$ cat config.mk
export PLATFORM = sky130hd
export DESIGN_NAME = audio_frame_tx
export DESIGN_NICKNAME = d
export VERILOG_FILES = /design/src/rtl/aft_pkg.sv /design/src/rtl/aft_clkgen.sv /design/src/rtl/aft_framer.sv /design/src/rtl/aft_serializer.sv /design/src/rtl/audio_frame_tx.sv
export SDC_FILE = /design/constraint.sdc
export NUM_CORES = 1
export LEC_CHECK = 0
export ABC_AREA = 0
export ABC_CLOCK_PERIOD_IN_PS = 19400
export BUFFER_PORTS_ARGS = -buffer_cell sky130_fd_sc_hd__buf_4
export CAP_MARGIN = 30
export CORE_UTILIZATION = 60
export CTS_CLUSTER_SIZE = 14
export DETAILED_ROUTE_END_ITERATION = 10
export GPL_TIMING_DRIVEN = 1
export PLACE_DENSITY = 0.81
export RECOVER_POWER = 25
export SYNTH_ARGS = -nofsm -noshare
export SYNTH_HDL_FRONTEND = slang
export SYNTH_SLANG_ARGS = --single-unit
$ cat constraint.sdc
create_clock -name clk -period 19.4 [get_ports clk]
set_input_delay 5.82 -clock clk [delete_from_list [all_inputs] [get_ports clk]]
set_output_delay 5.82 -clock clk [all_outputs]
set_load 0.01 [all_outputs]
$ cat src/rtl/aft_pkg.sv
// Package: shared limits, derived widths, frame layout codes and the
// captured configuration record for the audio frame transmitter.
package aft_pkg;
    localparam int MAX_BITS  = 32;
    localparam int MAX_WORDS = 16;
    localparam int DIV_MAX   = 4095;
    localparam int BITS_W    = $clog2(MAX_BITS + 1);
    localparam int WORDS_W   = $clog2(MAX_WORDS + 1);
    localparam int DIV_W     = $clog2(DIV_MAX + 2);
    localparam int SLOT_W    = $clog2(MAX_BITS * MAX_WORDS + 1) + 1;

    typedef enum logic [1:0] {
        FMT_I2S       = 2'd0,
        FMT_PCM_SHORT = 2'd1,
        FMT_PCM_LONG  = 2'd2,
        FMT_LEFT      = 2'd3
    } fmt_e;

    typedef struct packed {
        fmt_e               fmt;
        logic [BITS_W-1:0]  bits;
        logic [WORDS_W-1:0] words;
        logic               lsb_first;
        logic [DIV_W-1:0]   div;
        logic               gate;
    } cfg_t;

    // Legal ranges for divider, word length and words per frame.
    function automatic logic cfg_legal(input cfg_t c);
        return (c.div >= DIV_W'(1)) && (c.div <= DIV_W'(DIV_MAX)) &&
               (c.bits >= BITS_W'(2)) && (c.bits <= BITS_W'(MAX_BITS)) &&
               (c.words >= WORDS_W'(1)) && (c.words <= WORDS_W'(MAX_WORDS));
    endfunction
endpackage

$ cat src/rtl/aft_clkgen.sv
// Bit clock generator. Divides clk by 2*div into a phase signal and emits
// a one-cycle slot tick at each falling phase edge. The first tick lands
// on the first cycle with run high. Assumes div is nonzero while run is high.
module aft_clkgen
    import aft_pkg::*;
(
    input  logic             clk,
    input  logic             rst_n,
    input  logic             run,
    input  logic [DIV_W-1:0] div,
    output logic             tick,
    output logic             phase,
    output logic             run_q
);
    logic [DIV_W-1:0] cnt_q;

    assign tick = run && (cnt_q == '0) && phase;

    // Half-period down counter and phase toggle; idles one step before a tick.
    always_ff @(posedge clk) begin
        if (!rst_n || !run) begin
            cnt_q <= '0;
            phase <= 1'b1;
            run_q <= 1'b0;
        end else begin
            run_q <= 1'b1;
            if (cnt_q == '0) begin
                cnt_q <= div - DIV_W'(1);
                phase <= ~phase;
            end else begin
                cnt_q <= cnt_q - DIV_W'(1);
            end
        end
    end

    // slot ticks are never back to back
    a_r2_tick_gap: assert property (@(posedge clk) disable iff (!rst_n)
        tick |=> !tick);
endmodule

$ cat src/rtl/aft_framer.sv
// Frame slot sequencer. Counts bit slots within a frame. At each tick it
// registers the frame sync level and a data-window flag for the slot being
// entered. It also reports combinationally whether the current slot carries
// data. Assumes period, nb and bits are stable while run is high.
module aft_framer
    import aft_pkg::*;
(
    input  logic              clk,
    input  logic              rst_n,
    input  logic              run,
    input  logic              tick,
    input  fmt_e              fmt,
    input  logic [SLOT_W-1:0] bits,
    input  logic [SLOT_W-1:0] nb,
    input  logic [SLOT_W-1:0] period,
    output logic              active,
    output logic              fsync_q,
    output logic              win_q
);
    logic [SLOT_W-1:0] slot_q;
    logic [SLOT_W-1:0] data_idx;
    logic              primed_q;
    logic              delayed;
    logic              fs_next;

    assign delayed = (fmt == FMT_I2S);

    // Data bit position of this slot, with the one-slot I2S delay wrapped.
    always_comb begin
        if (delayed && slot_q == '0) data_idx = period - SLOT_W'(1);
        else if (delayed)            data_idx = slot_q - SLOT_W'(1);
        else                         data_idx = slot_q;
    end

    assign active = (data_idx < nb) && (primed_q || !(delayed && slot_q == '0));

    // Frame sync level per layout for the slot being entered.
    always_comb begin
        unique case (fmt)
            FMT_I2S:       fs_next = (slot_q >= bits);
            FMT_PCM_SHORT: fs_next = (slot_q == '0);
            default:       fs_next = (slot_q < (nb >> 1));
        endcase
    end

    // Slot counter, sync and data-window registers, advanced once per tick.
    always_ff @(posedge clk) begin
        if (!rst_n || !run) begin
            slot_q   <= '0;
            primed_q <= 1'b0;
            fsync_q  <= 1'b0;
            win_q    <= 1'b0;
        end else if (tick) begin
            fsync_q  <= fs_next;
            win_q    <= active;
            primed_q <= 1'b1;
            slot_q   <= (slot_q == period - SLOT_W'(1)) ? '0 : slot_q + SLOT_W'(1);
        end
    end

    // the slot counter never reaches the frame period
    a_r7_slot_in_frame: assert property (@(posedge clk) disable iff (!rst_n)
        run |=> (slot_q < period));
endmodule

$ cat src/rtl/aft_serializer.sv
// Word path. Holds one written word. At the first data slot of each word it
// moves that word into the working register, then puts out one bit per data
// slot in the selected order. Flags a sticky underrun when no word is waiting
// and then sends zeros. Assumes bits is in 2..DATA_W while run is high.
module aft_serializer
    import aft_pkg::*;
#(
    parameter int DATA_W = MAX_BITS
) (
    input  logic              clk,
    input  logic              rst_n,
    input  logic              enable,
    input  logic              run,
    input  logic              tick,
    input  logic              active,
    input  logic [BITS_W-1:0] bits,
    input  logic              lsb_first,
    input  logic              wr_valid,
    input  logic [DATA_W-1:0] wr_data,
    output logic              wr_ready,
    output logic              sdata_q,
    output logic              underrun_q
);
    localparam int IDX_W = $clog2(DATA_W);

    logic [DATA_W-1:0] hold_q;
    logic              hold_full;
    logic [DATA_W-1:0] word_q;
    logic [BITS_W-1:0] dbit_q;
    logic [DATA_W-1:0] cur_word;
    logic [IDX_W-1:0]  bit_idx;
    logic              load;

    assign wr_ready = !hold_full;
    assign load     = tick && active && (dbit_q == '0);
    assign cur_word = (dbit_q != '0) ? word_q : (hold_full ? hold_q : '0);
    assign bit_idx  = lsb_first ? dbit_q[IDX_W-1:0]
                                : IDX_W'(bits - BITS_W'(1) - dbit_q);

    // Holding register: accept when empty, release on a word load.
    always_ff @(posedge clk) begin
        if (!rst_n) begin
            hold_q    <= '0;
            hold_full <= 1'b0;
        end else begin
            if (load && hold_full) hold_full <= 1'b0;
            if (wr_valid && !hold_full) begin
                hold_q    <= wr_data;
                hold_full <= 1'b1;
            end
        end
    end

    // Bit output and bit-within-word counter, stepped on data slots only.
    always_ff @(posedge clk) begin
        if (!rst_n || !run) begin
            word_q  <= '0;
            dbit_q  <= '0;
            sdata_q <= 1'b0;
        end else if (tick) begin
            if (active) begin
                sdata_q <= underrun_q ? 1'b0 : cur_word[bit_idx];
                word_q  <= cur_word;
                dbit_q  <= (dbit_q == bits - BITS_W'(1)) ? '0 : dbit_q + BITS_W'(1);
            end else begin
                sdata_q <= 1'b0;
            end
        end
    end

    // Sticky underrun flag, cleared only by dropping enable.
    always_ff @(posedge clk) begin
        if (!rst_n || !enable)         underrun_q <= 1'b0;
        else if (load && !hold_full)   underrun_q <= 1'b1;
    end

    // a write offered while full leaves the held word untouched
    a_r10_hold_kept: assert property (@(posedge clk) disable iff (!rst_n)
        (wr_valid && hold_full) |=> $stable(hold_q));
    // underrun persists while enabled
    a_r11_sticky: assert property (@(posedge clk) disable iff (!rst_n)
        (underrun_q && enable) |=> underrun_q);
    // data line silent during underrun
    a_r11_quiet_data: assert property (@(posedge clk) disable iff (!rst_n)
        underrun_q |-> !sdata_q);
endmodule

$ cat src/rtl/audio_frame_tx.sv
// Audio frame transmitter top. Captures configuration while disabled,
// derives the frame geometry, and joins the clock generator, slot
// sequencer and word path. Bit clock polarity and gating are applied here.
// Assumes a single clock domain; all outputs are registered or built from registers.
module audio_frame_tx
    import aft_pkg::*;
#(
    parameter int DATA_W = MAX_BITS
) (
    input  logic               clk,
    input  logic               rst_n,
    input  logic               enable,
    input  logic [1:0]         fmt,
    input  logic [BITS_W-1:0]  word_bits,
    input  logic [WORDS_W-1:0] frame_words,
    input  logic               lsb_first,
    input  logic [DIV_W-1:0]   clk_div,
    input  logic               gate_clk,
    input  logic               wr_valid,
    input  logic [DATA_W-1:0]  wr_data,
    output logic               wr_ready,
    output logic               bclk_o,
    output logic               fsync_o,
    output logic               sdata_o,
    output logic               underrun_o
);
    cfg_t              cfg_q;
    logic              run;
    logic              tick, phase, run_q;
    logic              active, win_q;
    logic              inv;
    logic [SLOT_W-1:0] n_eff, nb, half_len, period, bits_ext;

    // Capture configuration only while the transmitter is off.
    always_ff @(posedge clk) begin
        if (!rst_n) begin
            cfg_q <= '0;
        end else if (!enable) begin
            cfg_q.fmt       <= fmt_e'(fmt);
            cfg_q.bits      <= word_bits;
            cfg_q.words     <= frame_words;
            cfg_q.lsb_first <= lsb_first;
            cfg_q.div       <= clk_div;
            cfg_q.gate      <= gate_clk;
        end
    end

    // Frame geometry from the captured configuration.
    always_comb begin
        bits_ext = SLOT_W'(cfg_q.bits);
        n_eff    = (cfg_q.fmt == FMT_I2S) ? SLOT_W'(2) : SLOT_W'(cfg_q.words);
        nb       = n_eff * bits_ext;
        half_len = (nb + SLOT_W'(1)) >> 1;
        period   = half_len << 1;
    end

    assign run = enable && cfg_legal(cfg_q);
    assign inv = (cfg_q.fmt == FMT_PCM_SHORT) || (cfg_q.fmt == FMT_PCM_LONG);

    aft_clkgen u_clk (
        .clk   (clk),
        .rst_n (rst_n),
        .run   (run),
        .div   (cfg_q.div),
        .tick  (tick),
        .phase (phase),
        .run_q (run_q)
    );

    aft_framer u_frm (
        .clk     (clk),
        .rst_n   (rst_n),
        .run     (run),
        .tick    (tick),
        .fmt     (cfg_q.fmt),
        .bits    (bits_ext),
        .nb      (nb),
        .period  (period),
        .active  (active),
        .fsync_q (fsync_o),
        .win_q   (win_q)
    );

    aft_serializer #(.DATA_W(DATA_W)) u_ser (
        .clk        (clk),
        .rst_n      (rst_n),
        .enable     (enable),
        .run        (run),
        .tick       (tick),
        .active     (active),
        .bits       (cfg_q.bits),
        .lsb_first  (cfg_q.lsb_first),
        .wr_valid   (wr_valid),
        .wr_data    (wr_data),
        .wr_ready   (wr_ready),
        .sdata_q    (sdata_o),
        .underrun_q (underrun_o)
    );

    assign bclk_o = run_q && (!cfg_q.gate || win_q) && (phase ^ inv);

    // every line is quiet once disabled
    a_r1_idle_outputs: assert property (@(posedge clk) disable iff (!rst_n)
        !enable |=> (!bclk_o && !fsync_o && !sdata_o));
endmodule

Yosys cells after proc, flatten, opt, wreduce, memory -nomap -nowiden. Cells that the tools add are included.

Register bits after elaboration: 130. Input port bits: 64. Output and inout bits: 5. Word-level logic and storage cells: 97.

Add/subtract/negate cells: 9. Multipliers: 1. $lt $le $gt $ge: 10. Equal/unequal tests: 4. Muxes and demuxes: 17. Bitwise logic cells: 2. Reduce and logical (&&, ||, !) cells: 35.

Operators with widths (count): $mux W32 (2); $mux W11 (3); $sub A13 B1 Y13 const B (2); $add A11 B1 Y11 const B (2); $sub A11 B1 Y11 const B (2); $logic_and A1 B1 Y1 (17); $ge A13 B1 Y1 const B (1); $le A13 B12 Y1 const B (1); $logic_not A13 Y1 (1); $mux W13 (1); $eq A11 B11 Y1 (1); $ge A11 B6 Y1 (1); $logic_not A11 Y1 (1); $lt A11 B10 Y1 (1); $lt A11 B11 Y1 (1); $mul A5 B6 Y11 (1); $mux W5 (2); $add A6 B1 Y6 const B (1); $eq A6 B6 Y1 (1); $ge A6 B2 Y1 const B (1); $le A6 B6 Y1 const B (1); $logic_not A1 Y1 (6); $logic_not A6 Y1 (1); $lt A5 B6 Y1 const B (1); 17 further kinds (26).

Longest topological paths before layout.
Word-level depth: 14. Mapped depth: 35. Depth with buffers taken out: 30.

Cells and area by module. From an unflattened synthesis, not the netlist that was laid out.

Cell total of the unflattened synthesis: 1088. Area, all modules: 9057.4 µm².

Modules (own cells, without submodules): aft_serializer (times used 1, cells each 439, area each 3663.5 µm², seq. area each 1461.4 µm²); audio_frame_tx (times used 1, cells each 248, area each 2307.2 µm², seq. area each 560.5 µm²); aft_framer (times used 1, cells each 284, area each 2167.1 µm², seq. area each 280.3 µm²); aft_clkgen (times used 1, cells each 117, area each 919.6 µm², seq. area each 300.3 µm²).

Worst setup path after synthesis. No wires, ideal clock.

Path kind: input -> register. Start: input port enable. End: register u_ser.word_q[19]. Setup time: 70 ps. Data arrival time: 7783 ps. Data required time: 19330 ps. Path slack: 11546 ps. Stages: 11. Path buffers: 3. Cells stage by stage: nor4b_1 -> o211a_1 -> and3_1 -> buf_2 -> inv_1 -> a311o_1 -> clkbuf_1 -> nor2_1 -> buf_2 -> nand3_1 -> a21oi_1.

Cells in the longest elaborated chain, start to end: 4. Elaborated cells on any way between the ends: 6. Classes of those cells: 6 x reduce/logical.

Ends and longest elaborated chain: start: declaration (RTL line audio_frame_tx.sv:12) `input logic enable,`; $logic_and A1 B1 Y1 * (RTL line audio_frame_tx.sv:57) `assign run = enable && cfg_legal(cfg_q);`; $logic_and A1 B1 Y1 (2 in a row) (RTL line aft_clkgen.sv:17) `assign tick = run && (cnt_q == '0) && phase;`; $reduce_and A2 Y1 (no source line); end signal: assignment (RTL line aft_serializer.sv:63) `word_q <= cur_word;`; end: declaration (RTL line aft_serializer.sv:28) `logic [DATA_W-1:0] word_q;`.

Every way passes the cells marked *; elsewhere a longest branch is shown, timed or not. A chain may end at the register's enable or synchronous reset.

Worst setup path after layout.
Start: input port enable. End: register u_ser.word_q[0].

The elaborated chain is that of the path after synthesis.

==> flow_results.org <==
** Final layout
- Count of inserted antenna diode cells :: 0
- The filler cells instantiated in the layout total 1,150.
- Share of layout cells above drive strength 1 :: 11.9%
- # nets final :: 1,239
- Cells fill 68.8% of the core in the end.
- Relative to the synthesized area, the layout overhead comes to 12.5%.
- Across the whole layout, storage elements account for 2600 um^2.
- Multi-input logic area :: 5780 um^2
- The library cell used most frequently in the layout, excluding fill and tap cells, is sky130_fd_sc_hd__nand2_1.
- The top cell types in the final layout, fill and taps aside, are sky130_fd_sc_hd__nand2_1 (144), sky130_fd_sc_hd__dfxtp_1 (130), sky130_fd_sc_hd__buf_4 (72).

** Timing
- Time the worst path needs with I/O delays and setup :: 9510 ps
- Crit share post-route :: 49.0%
- Max-slew violation count :: 31
- Number of setup violations in the final report :: 0
- Unrepaired setup endpoints after global routing :: no
- FMAX :: 105 MHz
- Adding up every negative setup slack in the final design gives 0 ps.
- Slew Limit Headroom :: -43.6%
- Slew at the pin closest to its max-slew limit :: 2150 ps
- The number of hold violations in the final report is 0.
- Final clock skew :: 9.29 ps

** Pwr
- Power density relative to cell area :: 76.6 nW/um^2
- The worst-case IR drop observed on VDD is 0.0950 mV.
- The design draws 0.763 mW.
- Standby leakage power :: 4.08 nW

** Global routing
- The number of global-route vias before repair came to 7,262.
- Total routing resource utilization after global routing :: 28.1%
- Wire length of the first global-routing pass :: 33,900 um
- The number of antenna violations at the first check in global routing is 0.
- Global routing finished with a remaining overflow of 0.
- Entering global routing, the biggest net connects 64 pins.

** CTS
- CTS clk-pin slew, worst paths :: 60 ps
- Post-CTS setup repair buffer count :: 0
- TritonCTS built the clock tree.
- Root buffer cell :: sky130_fd_sc_hd__clkbuf_16
- Num Clock Sinks :: 130
- The H-tree was split into 4 levels.
- The clock reaches the later pin of the worst-skew pair after 420 ps.
- In this run, post-CTS hold repair placed 0 buffers.
- The clock passes through at most 2 buffers.
- Number of buffers created by CTS :: 17
- Post-cts gate resize count :: 0

** Route
- The detailed router placed 7,680 vias in this run.
- After detailed routing, the average wire length per cell comes to 15.6 um.
- DRC viols :: 0
- First-pass DRT Iterations :: 5
- The routed design has 20,200 um of wire.
- Routed via count divided by cell count :: 5.92
- In this run the remaining antenna-violating nets after routing total 0.
- Initial DRC count :: 576

** Run
- Number of maximum-capacitance constraint violations :: 1

** Logic synthesis
- Counting flops and latches in the post-synthesis netlist gives 130.
- Syn avg cell area :: 8.28 um^2
- EDFF count, synth :: 0
- In the post-synthesis netlist, the biggest area contributors are sky130_fd_sc_hd__dfxtp_1 (29%), sky130_fd_sc_hd__ha_1 (8.8%), sky130_fd_sc_hd__nand2_1 (6.1%).
- In the synthesized netlist the dominant register cell turns out to be sky130_fd_sc_hd__dfxtp_1.
- After synthesis the cells add up to 8860 um^2.
- Gate count after technology mapping :: 1,069
- Of all cell types, the one taking the most synthesized area is sky130_fd_sc_hd__dfxtp_1.
- Net count after synthesis :: 1,208
- The share of the Yosys chip area taken by registers is 29.4%.
- In this run, distinct cell masters in the synthesized netlist total 72.
- Area share of the largest cell type after synthesis :: 29.4%
- Share of async-settable or async-resettable flops after synthesis :: 0%
- Yosys warning count :: 0

** Critical path
- Critical path endpoint category :: flip-flop
- Data arrives at the worst endpoint at 9810 ps.
- The worst setup path is launched from an input port.
- Cells traversed along the worst timing path :: clkbuf_1 -> nor4b_1 -> o211a_1 -> and3_1 -> inv_1 -> a311o_1 -> buf_8 -> nand2b_1 -> nand2_1 -> a21oi_1
- Crit Path Max Fanout :: 30
- Critical path's slowest cell :: sky130_fd_sc_hd__clkbuf_1
- Data required time at the worst endpoint :: 19,690 ps
- Setup Crit Path Kind :: input port to flip-flop
- Largest stage delay on the critical path :: 1510 ps

** Floorplanning
- The floorplan step set the die width to 123 um.
- The initialized floorplan defines 44 standard-cell rows.
- Floorplan die height :: 123 um
- Area of the core :: 14,500 um^2
- Number of I/O pins :: 69
- Die Footprint :: 15,200 um^2
- Initial Utilization :: 61.2%

** Placed design
- I/O Buffers :: 68
- At the end of routability-driven placement, the weighted congestion stood at 0.896.
- Final HPWL DP :: 14,500 um

** Status
- The checks that failed: capacitance limit, slew limit.
- Status :: finished, violations left

** Worst hold path
- Worst hold-check path type :: flip-flop to flip-flop
[flip-flops by register name, summed over array words and instances, names as in the netlist]
signal / count
u_clk.run_q: 1
u_frm.slot_q: 11
u_ser.underrun_q: 1
bits_ext: 6
u_ser.word_q: 32
u_ser.dbit_q: 6
u_frm.primed_q: 1
u_clk.cnt_q: 13
cfg_q: 22
u_frm.fsync_q: 1
u_clk.phase: 1
u_ser.sdata_q: 1
u_ser.hold_q: 32
u_ser.hold_full: 1
u_frm.win_q: 1
[cells by family (layout without fill, tap and decap cells)]
family                     count (synthesis)  count (layout)  synth area share, %
and+or+nand+nor                          402             402                 22.0
AOI/OAI and AO/OA                        214             214                 16.2
DFF                                      130             130                 29.4
buffers and inverters                    111             155                 5.50
xor gates and xnor gates                  82              82                 8.69
adders and majority gates                 75              75                 11.7
muxes                                     55              55                 6.54
[Yosys cell counts, types with 5 or more instances]
cell / instances
sky130_fd_sc_hd__a21oi_1: 64
sky130_fd_sc_hd__nor3_1: 22
sky130_fd_sc_hd__and2_1: 14
sky130_fd_sc_hd__xor2_1: 30
sky130_fd_sc_hd__nor2_1: 71
sky130_fd_sc_hd__and3_1: 13
sky130_fd_sc_hd__buf_2: 5
sky130_fd_sc_hd__nand3_1: 45
sky130_fd_sc_hd__xnor2_1: 48
sky130_fd_sc_hd__a211oi_1: 24
sky130_fd_sc_hd__ha_1: 62
sky130_fd_sc_hd__clkbuf_1: 48
sky130_fd_sc_hd__nand2_1: 144
sky130_fd_sc_hd__o211ai_1: 9
sky130_fd_sc_hd__nor2b_1: 40
sky130_fd_sc_hd__a31oi_1: 9
sky130_fd_sc_hd__o22ai_1: 11
sky130_fd_sc_hd__mux2i_1: 50
sky130_fd_sc_hd__nor4_1: 12
sky130_fd_sc_hd__nand4_1: 12
sky130_fd_sc_hd__a21o_1: 13
sky130_fd_sc_hd__buf_6: 8
sky130_fd_sc_hd__inv_1: 45
sky130_fd_sc_hd__dfxtp_1: 130
sky130_fd_sc_hd__fa_1: 13
sky130_fd_sc_hd__o21ai_0: 21
sky130_fd_sc_hd__a21boi_0: 33
[final timing paths]
| check | startpoint | to | slack, ps | cells past startpoint |
|---|---|---|---|---|
| hold reg to reg | u_ser.word_q[18] | u_ser.word_q[18] | 450 | 2 |
| setup / recovery | enable | u_ser.word_q[0] | 9890 | 10 |
| setup reg to reg | cfg_q[26] | u_ser.word_q[0] | 11010 | 27 |
| hold / removal | u_ser.word_q[18] | u_ser.word_q[18] | 450 | 2 |
[where the power goes]
group	internal, mW	switching [mW]	total, mW
sequential	0.277	0.0106	0.287
combinational	0.0787	0.0956	0.174
clock	0.177	0.125	0.301
[critical path: cells and delay by family]
kind | cells | cell delay [ps]
buf+inv | 3 | 1850
simple gates | 4 | 1500
compound gates | 3 | 600
[layer usage]
layer	vias up	GRT usage, %	part of all wire, %
met3	28	5.67	5.9
met4	0	7.61	1.5
met1	3626	37.4	46
met2	214	46.1	47
li1	3812	-	-
met5	-	0	0
[cell type report]
| type | instances | area share, % |
|---|---|---|
| clock buffer | 17 | 4.27 |
| clock inverter | 15 | 1.33 |
| inverter | 46 | 1.73 |
| multi-input combinational | 828 | 58.0 |
| sequential | 130 | 26.1 |
| tap | 184 | 2.31 |
| timing repair buffer | 77 | 6.24 |
[per-stage QoR]
stage | setup slack, ps | cell area, um^2 | hold WS, ps | std cells
after detailed placement | 10330 | 9400 | 446 | 1264
final | 9890 | 9960 | 453 | 1297
after global placement | 10440 | 9340 | 437 | 1262
after CTS | 10650 | 9950 | 454 | 1296
after floorplan | 11550 | 8860 | 431 | 1069
after global routing | 9550 | 9960 | 470 | 1297
Power figures use the tool's default switching activity.
